$ cat src/rtl/flash_seq_pkg.sv
package flash_seq_pkg;

  localparam int COUNT_W = 4;

  localparam logic [7:0] OP_WREN  = 8'h06;
  localparam logic [7:0] OP_RDSR  = 8'h05;
  localparam logic [7:0] OP_PROG  = 8'h02;
  localparam logic [7:0] OP_SECT  = 8'h20;
  localparam logic [7:0] OP_BLOCK = 8'hD8;
  localparam logic [7:0] OP_CHIP  = 8'hC7;

  localparam int WIP_BIT = 0;

  typedef enum logic [1:0] {
    KIND_PROG  = 2'd0,
    KIND_SECT  = 2'd1,
    KIND_BLOCK = 2'd2,
    KIND_CHIP  = 2'd3
  } reqKind_e;

  typedef enum logic [1:0] {
    CMD_WREN = 2'd0,
    CMD_RDSR = 2'd1,
    CMD_MAIN = 2'd2
  } cmdSel_e;

  typedef struct packed {
    logic    loadReq;
    logic    takeByte;
    logic    advance;
    cmdSel_e cmdSel;
  } seqStrobe_t;

endpackage

$ cat src/rtl/flash_seq_datapath.sv
module flash_seq_datapath
  import flash_seq_pkg::*;
#(
  parameter int ADDR_W     = 24,
  parameter int LEN_W      = 16,
  parameter int PAGE_BYTES = 256,
  parameter int CHUNK_MAX  = 4
) (
  input  logic                      clk,
  input  logic                      rstN,
  input  seqStrobe_t                strb,
  input  logic [1:0]                reqKind,
  input  logic [ADDR_W-1:0]         reqAddr,
  input  logic [LEN_W-1:0]          reqLen,
  input  logic [7:0]                dataByte,
  input  logic [31:0]               engRxData,
  output logic                      reqEmpty,
  output logic                      kindIsProg,
  output logic                      lastChunk,
  output logic                      lastByte,
  output logic                      statusWip,
  output logic [COUNT_W-1:0]        engTxCount,
  output logic [COUNT_W-1:0]        engRxCount,
  output logic [ADDR_W+7:0]         engOpAddr,
  output logic [8*CHUNK_MAX-1:0]    engData
);

  localparam int PAGE_W = $clog2(PAGE_BYTES);
  localparam int CNT_W  = $clog2(CHUNK_MAX + 1);
  localparam int SZW    = (LEN_W > PAGE_W) ? LEN_W + 1 : PAGE_W + 2;

  reqKind_e           kindQ;
  logic [ADDR_W-1:0]  curAddr;
  logic [LEN_W-1:0]   remaining;
  logic [CNT_W-1:0]   fillCnt;
  logic [CNT_W-1:0]   chunkLen;
  logic               unusedRxBits;

  assign reqEmpty     = (reqKind_e'(reqKind) == KIND_PROG) && (reqLen == '0);
  assign kindIsProg   = (kindQ == KIND_PROG);
  assign statusWip    = engRxData[WIP_BIT];
  assign unusedRxBits = ^engRxData[31:1];

  // request registers
  always_ff @(posedge clk or negedge rstN) begin
    if (!rstN) begin
      kindQ     <= KIND_PROG;
      curAddr   <= '0;
      remaining <= '0;
    end else if (strb.loadReq) begin
      kindQ     <= reqKind_e'(reqKind);
      curAddr   <= reqAddr;
      remaining <= reqLen;
    end else if (strb.advance) begin
      curAddr   <= curAddr + ADDR_W'(chunkLen);
      remaining <= remaining - LEN_W'(chunkLen);
    end
  end

  // write size: smallest of the lane count, the page remainder and the request remainder
  logic [SZW-1:0] pageLeft, remLeft, pick;
  always_comb begin
    pageLeft = SZW'(PAGE_BYTES) - SZW'(curAddr[PAGE_W-1:0]);
    remLeft  = SZW'(remaining);
    pick     = SZW'(CHUNK_MAX);
    if (pageLeft < pick) pick = pageLeft;
    if (remLeft < pick) pick = remLeft;
    chunkLen = CNT_W'(pick);
  end

  assign lastChunk = (remaining == LEN_W'(chunkLen));
  assign lastByte  = (CNT_W'(fillCnt + 1'b1) == chunkLen);

  always_ff @(posedge clk or negedge rstN) begin
    if (!rstN) begin
      fillCnt <= '0;
    end else if (strb.loadReq || strb.advance) begin
      fillCnt <= '0;
    end else if (strb.takeByte) begin
      fillCnt <= fillCnt + 1'b1;
    end
  end

  // one byte lane per data slot, filled from the lowest lane upward
  for (genvar g = 0; g < CHUNK_MAX; g++) begin : gLane
    logic [7:0] laneQ;
    always_ff @(posedge clk or negedge rstN) begin
      if (!rstN) begin
        laneQ <= '0;
      end else if (strb.loadReq || strb.advance) begin
        laneQ <= '0;
      end else if (strb.takeByte && (fillCnt == CNT_W'(g))) begin
        laneQ <= dataByte;
      end
    end
    assign engData[8*g +: 8] = laneQ;
  end

  // transaction field selection
  always_comb begin
    engOpAddr  = {curAddr, OP_WREN};
    engTxCount = COUNT_W'(1);
    engRxCount = '0;
    unique case (strb.cmdSel)
      CMD_WREN: begin
        engOpAddr = {curAddr, OP_WREN};
      end
      CMD_RDSR: begin
        engOpAddr  = {curAddr, OP_RDSR};
        engRxCount = COUNT_W'(1);
      end
      default: begin
        unique case (kindQ)
          KIND_PROG: begin
            engOpAddr  = {curAddr, OP_PROG};
            engTxCount = COUNT_W'(4) + COUNT_W'(chunkLen);
          end
          KIND_SECT: begin
            engOpAddr  = {curAddr, OP_SECT};
            engTxCount = COUNT_W'(4);
          end
          KIND_BLOCK: begin
            engOpAddr  = {curAddr, OP_BLOCK};
            engTxCount = COUNT_W'(4);
          end
          default: begin
            engOpAddr  = {curAddr, OP_CHIP};
            engTxCount = COUNT_W'(1);
          end
        endcase
      end
    endcase
  end

endmodule

$ cat src/rtl/flash_seq_ctrl.sv
module flash_seq_ctrl
  import flash_seq_pkg::*;
(
  input  logic       clk,
  input  logic       rstN,
  input  logic       reqValid,
  input  logic       reqEmpty,
  input  logic       engBusy,
  input  logic       statusWip,
  input  logic       kindIsProg,
  input  logic       lastChunk,
  input  logic       lastByte,
  input  logic       dataValid,
  output seqStrobe_t strb,
  output logic       reqReady,
  output logic       dataReady,
  output logic       engStart,
  output logic       donePulse
);

  typedef enum logic [3:0] {
    S_IDLE,
    S_WREN,
    S_WREN_WAIT,
    S_POLL,
    S_POLL_WAIT,
    S_FILL,
    S_CMD,
    S_CMD_WAIT,
    S_DONE
  } state_e;

  state_e state, nextState;
  logic   afterCmd, afterCmdNext;

  always_ff @(posedge clk or negedge rstN) begin
    if (!rstN) begin
      state    <= S_IDLE;
      afterCmd <= 1'b0;
    end else begin
      state    <= nextState;
      afterCmd <= afterCmdNext;
    end
  end

  always_comb begin
    nextState     = state;
    afterCmdNext  = afterCmd;
    strb.loadReq  = 1'b0;
    strb.takeByte = 1'b0;
    strb.advance  = 1'b0;
    strb.cmdSel   = CMD_MAIN;
    reqReady      = 1'b0;
    dataReady     = 1'b0;
    engStart      = 1'b0;
    donePulse     = 1'b0;
    unique case (state)
      S_IDLE: begin
        reqReady = 1'b1;
        if (reqValid) begin
          strb.loadReq = 1'b1;
          nextState    = reqEmpty ? S_DONE : S_WREN;
        end
      end
      S_WREN: begin
        strb.cmdSel  = CMD_WREN;
        engStart     = 1'b1;
        afterCmdNext = 1'b0;
        nextState    = S_WREN_WAIT;
      end
      S_WREN_WAIT: begin
        strb.cmdSel = CMD_WREN;
        if (!engBusy) nextState = S_POLL;
      end
      S_POLL: begin
        strb.cmdSel = CMD_RDSR;
        engStart    = 1'b1;
        nextState   = S_POLL_WAIT;
      end
      S_POLL_WAIT: begin
        strb.cmdSel = CMD_RDSR;
        if (!engBusy) begin
          if (statusWip)       nextState = S_POLL;
          else if (afterCmd)   nextState = S_DONE;
          else if (kindIsProg) nextState = S_FILL;
          else                 nextState = S_CMD;
        end
      end
      S_FILL: begin
        dataReady = 1'b1;
        if (dataValid) begin
          strb.takeByte = 1'b1;
          if (lastByte) nextState = S_CMD;
        end
      end
      S_CMD: begin
        engStart  = 1'b1;
        nextState = S_CMD_WAIT;
      end
      S_CMD_WAIT: begin
        if (!engBusy) begin
          if (kindIsProg) begin
            strb.advance = 1'b1;
            nextState    = lastChunk ? S_DONE : S_WREN;
          end else begin
            afterCmdNext = 1'b1;
            nextState    = S_POLL;
          end
        end
      end
      S_DONE: begin
        donePulse = 1'b1;
        nextState = S_IDLE;
      end
      default: nextState = S_IDLE;
    endcase
  end

endmodule

$ cat src/rtl/flash_cmd_seq.sv
module flash_cmd_seq
  import flash_seq_pkg::*;
#(
  parameter int ADDR_W     = 24,
  parameter int LEN_W      = 16,
  parameter int PAGE_BYTES = 256,
  parameter int CHUNK_MAX  = 4
) (
  input  logic                   clk,
  input  logic                   rstN,
  input  logic                   reqValid,
  output logic                   reqReady,
  input  logic [1:0]             reqKind,
  input  logic [ADDR_W-1:0]      reqAddr,
  input  logic [LEN_W-1:0]       reqLen,
  input  logic                   dataValid,
  output logic                   dataReady,
  input  logic [7:0]             dataByte,
  output logic                   engStart,
  output logic [3:0]             engTxCount,
  output logic [3:0]             engRxCount,
  output logic [ADDR_W+7:0]      engOpAddr,
  output logic [8*CHUNK_MAX-1:0] engData,
  input  logic                   engBusy,
  input  logic [31:0]            engRxData,
  output logic                   donePulse
);

  seqStrobe_t strb;
  logic reqEmpty, kindIsProg, lastChunk, lastByte, statusWip;

  flash_seq_ctrl uCtrl (
    .clk        (clk),
    .rstN       (rstN),
    .reqValid   (reqValid),
    .reqEmpty   (reqEmpty),
    .engBusy    (engBusy),
    .statusWip  (statusWip),
    .kindIsProg (kindIsProg),
    .lastChunk  (lastChunk),
    .lastByte   (lastByte),
    .dataValid  (dataValid),
    .strb       (strb),
    .reqReady   (reqReady),
    .dataReady  (dataReady),
    .engStart   (engStart),
    .donePulse  (donePulse)
  );

  flash_seq_datapath #(
    .ADDR_W     (ADDR_W),
    .LEN_W      (LEN_W),
    .PAGE_BYTES (PAGE_BYTES),
    .CHUNK_MAX  (CHUNK_MAX)
  ) uPath (
    .clk        (clk),
    .rstN       (rstN),
    .strb       (strb),
    .reqKind    (reqKind),
    .reqAddr    (reqAddr),
    .reqLen     (reqLen),
    .dataByte   (dataByte),
    .engRxData  (engRxData),
    .reqEmpty   (reqEmpty),
    .kindIsProg (kindIsProg),
    .lastChunk  (lastChunk),
    .lastByte   (lastByte),
    .statusWip  (statusWip),
    .engTxCount (engTxCount),
    .engRxCount (engRxCount),
    .engOpAddr  (engOpAddr),
    .engData    (engData)
  );

endmodule

$ cat config.mk
export PLATFORM = sky130hd
export DESIGN_NAME = flash_cmd_seq
export DESIGN_NICKNAME = d
export VERILOG_FILES = /design/src/rtl/flash_seq_pkg.sv /design/src/rtl/flash_seq_datapath.sv /design/src/rtl/flash_seq_ctrl.sv /design/src/rtl/flash_cmd_seq.sv
export SDC_FILE = /design/constraint.sdc
export NUM_CORES = 1
export LEC_CHECK = 0
export BUFFER_PORTS_ARGS = -buffer_cell sky130_fd_sc_hd__buf_2
export CAP_MARGIN = 25
export CORE_ASPECT_RATIO = 0.5
export CORE_MARGIN = 8
export CORE_UTILIZATION = 35
export DETAILED_ROUTE_END_ITERATION = 6
export PLACE_DENSITY = 0.59
export SYNTH_ARGS = -nofsm -noshare
export SYNTH_HDL_FRONTEND = slang
export SYNTH_SLANG_ARGS = --single-unit
$ cat constraint.sdc
create_clock -name clk -period 11.9 [get_ports clk]
set_input_delay 0.595 -clock clk [delete_from_list [all_inputs] [get_ports clk]]
set_output_delay 0.595 -clock clk [all_outputs]
set_load 0.02 [all_outputs]
==> run metrics <==
full die area 18200 µm²; critical path cell sequence inv_1, ha_1, nor2b_1, o21ai_0, a21boi_2, nand2_1, ha_1, nand4_1, nor2_1, o21ai_0, and2_1, o21ai_1, inv_1, ha_1, nor2b_1, o21ai_0, nand2_2, or3_4, or4_4, nor3b_2, xnor2_1, o21ai_2; core area around 14000 µm²; crit path DAT between 5 and 6 ns; Synth area leaders dfrtp_1, nand2_1, ha_1; I/O pins between 150 and 200; worst slew pin tran 0.961 ns; adder-cell share of the synthesized area under 10%; ys async rst share 100%; register area share after synthesis approximately 42%; post-synthesis xor/xnor area fraction between 6 and 7%; status complete, no violations; vias per inst a little under 5; antenna violations before repair 0; FF/Latch Area roughly 2100 µm²; Mapped Area between 4000 and 5000 µm²; clk root buf clkbuf_16; crit path time final around 4.9 ns; routed vias between 4000 and 5000; Final Slew Violations 0; gr usage total roughly 15%; Avg Inst Size Synth approximately 8.6 µm²; worst setup path class register to register; Chip Width about 180 µm; mux contribution to synthesized area less than 1%; final count of hold timing violations 0; Worst IR Drop VDD between 0.09 and 0.1 mV; flops & latches, synth around 80; Area after DPL about 5700 µm²; endpoints failing setup 0; vias in the first global route between 4000 and 5000; final-layout fill cell count between 1000 and 1500; Startpoint Class register; Synth area leader dfrtp_1; area of the multi-input gates 2610 µm²; Clock Skew approximately 0.010 ns; Clock Pin Slew Worst Setup and Hold Paths roughly 0.06 ns; crit path buf inv count 2; fin area between 5000 and 6000 µm²; ant diodes 0; Die Span Y approximately 99 µm; critical path required time 12.10 ns; post-synthesis compound-gate area fraction roughly 15%; worst-path fanout max 6; CTS hold repair buffers 0; Setup TNS 0 ns; Worst Setup End Kind register; synth unique cells 59; Synthesis Warnings 0; Max Cap Viol 0; initial DRC count just over 300; CTS tree done; slowest CP cell o21ai_1; gpl congestion 0.792; f_max 0.204 GHz; Max Root-Sink Buffers 2; Detail Route Antenna Nets 0; Post-synth top flop dfrtp_1; Post-synth EDFFs 0; largest net degree at the start of global routing just under 70; row count 30; Design Power 1.58 mW; leak pwr between 2 and 3 nW; commonest cells in the synthesized netlist nand2_1, dfrtp_1, o21ai_0, nand3_1, a21oi_1; NumNets Final 800; max_slew headroom 35.9%; most common cell in the netlist nand2_1; setup repair bufs after CTS 0; routed len/inst ~15 µm; Buffers on Ports about 130; Area Overhead vs Synth 23.0%; H-Tree Depth 3; largest family of logic cells by synthesized area simple AND/OR/NAND/NOR gates; Tcrit/Tclk final between 40 and 50%; CTS Buf Count 9; fraction of layout instances using a drive strength above 1 about a quarter; Clock Sinks approximately 80; post-synthesis simple-gate area fraction 23.3%; CP top delay family simple AND/OR/NAND/NOR gates; post-cts resize count 0; Synth top area share approximately 42%; Post-Synthesis Cells 568; drt total wl ~13000 µm; GR Overflow Total 0; RSZ-0062 raised after global routing false; first-pass GRT wire length roughly 22000 µm; drt pass-1 iters 4; Hold Crit Class input port to asynchronous set/reset pin; post-DP HPWL around 9800 µm; # DRC 0; PwrDens approximately 260 nW/µm²; crit-path max cell delay 0.48 ns; Initial Utilization about 36%; Clk Latency, worst-skew pair roughly 0.34 ns
state kept, by name (all words and copies together), names as in the netlist:
signal and cells:
uPath.gLane.laneQ 32, uPath.curAddr 24, uPath.remaining 16, uCtrl.state 4
uPath.fillCnt 3, uPath.kindQ 2, uCtrl.afterCmd 1
power breakdown:
| part | switching, mW | internal, mW | leakage, nW |
|---|---|---|---|
| Sequential | 0.128 | 0.400 | 1.06 |
| Clock | 0.122 | 0.188 | 0.162 |
| Combinational | 0.464 | 0.279 | 1.61 |
cells in the final DEF, fill, tap and decap left out, types with 3 or more instances in the layout:
master and count:
conb_1 9, nand3_1 41, nor2_1 37, and2_1 4
inv_6 5, ha_1 24, nor4_1 7, and4_1 3
a22oi_1 6, inv_1 23, dfrtp_1 82, a21o_1 3
o21ai_0 46, nor3_1 11, clkbuf_16 9, a31oi_1 4
o211ai_1 6, nand4_1 7, buf_2 127, xor2_1 13
a21oi_1 39, buf_4 5, nand2_1 98, nor2b_1 7
xnor2_1 22, o21ai_1 3, and3_1 8
path summary, 6_finish.rpt:
path	depth (start not counted)	startpoint	endpoint	slack, ns
min	1	rstN	uPath.remaining[11]$_DFFE_PN0N_	0.15
min reg2reg	2	uPath.gLane[3].laneQ[7]$_DFFE_PN0P_	uPath.gLane[3].laneQ[7]$_DFFE_PN0P_	0.48
max in group asynchronous	2	rstN	uPath.fillCnt[0]$_DFFE_PN0P_	10.64
max reg2reg	22	uPath.curAddr[1]$_DFFE_PN0N_	uPath.remaining[15]$_DFFE_PN0N_	6.99
max	22	uPath.curAddr[1]$_DFFE_PN0N_	uPath.remaining[15]$_DFFE_PN0N_	6.99
min in group clk	3	reqAddr[18]	uPath.curAddr[18]$_DFFE_PN0N_	0.46
stage by stage:
stage / instances / util, % / hold slack [ns] / setup slack, ns
floorplan: 575 / - / 0.299 / 7.48
global placement: 867 / 41.6 / 0.456 / 7.02
detailed placement: 867 / 41.6 / 0.465 / 7.00
CTS: 883 / 44.1 / 0.154 / 6.97
global route: 884 / 44.1 / 0.166 / 6.50
finish: 884 / 44.1 / 0.152 / 6.99
metal layers:
metal / GRT usage [%] / part of all wire (%)
met4: 3.73 / 0.99
met3: 3.82 / 5.3
met5: 0 / 0
met1: 19.6 / 48
met2: 23.4 / 46
cell type report:
| type | instances | area share, % |
|---|---|---|
| clock inverter | 7 | 1.73 |
| clock buffer | 9 | 3.76 |
| timing repair buffer | 132 | 11.2 |
| sequential | 82 | 34.2 |
| multi-input combinational | 439 | 43.6 |
| tap | 192 | 4.01 |
| inverter | 23 | 1.44 |
cell families after synthesis:
kind of cell	after synthesis
compound gates	126
xor+xnor	35
fa+ha+maj	26
buf+inv	54
flops	82
mux	4
other cells	2
simple gates	239
No activity file was read; power rests on OpenSTA's default activity.
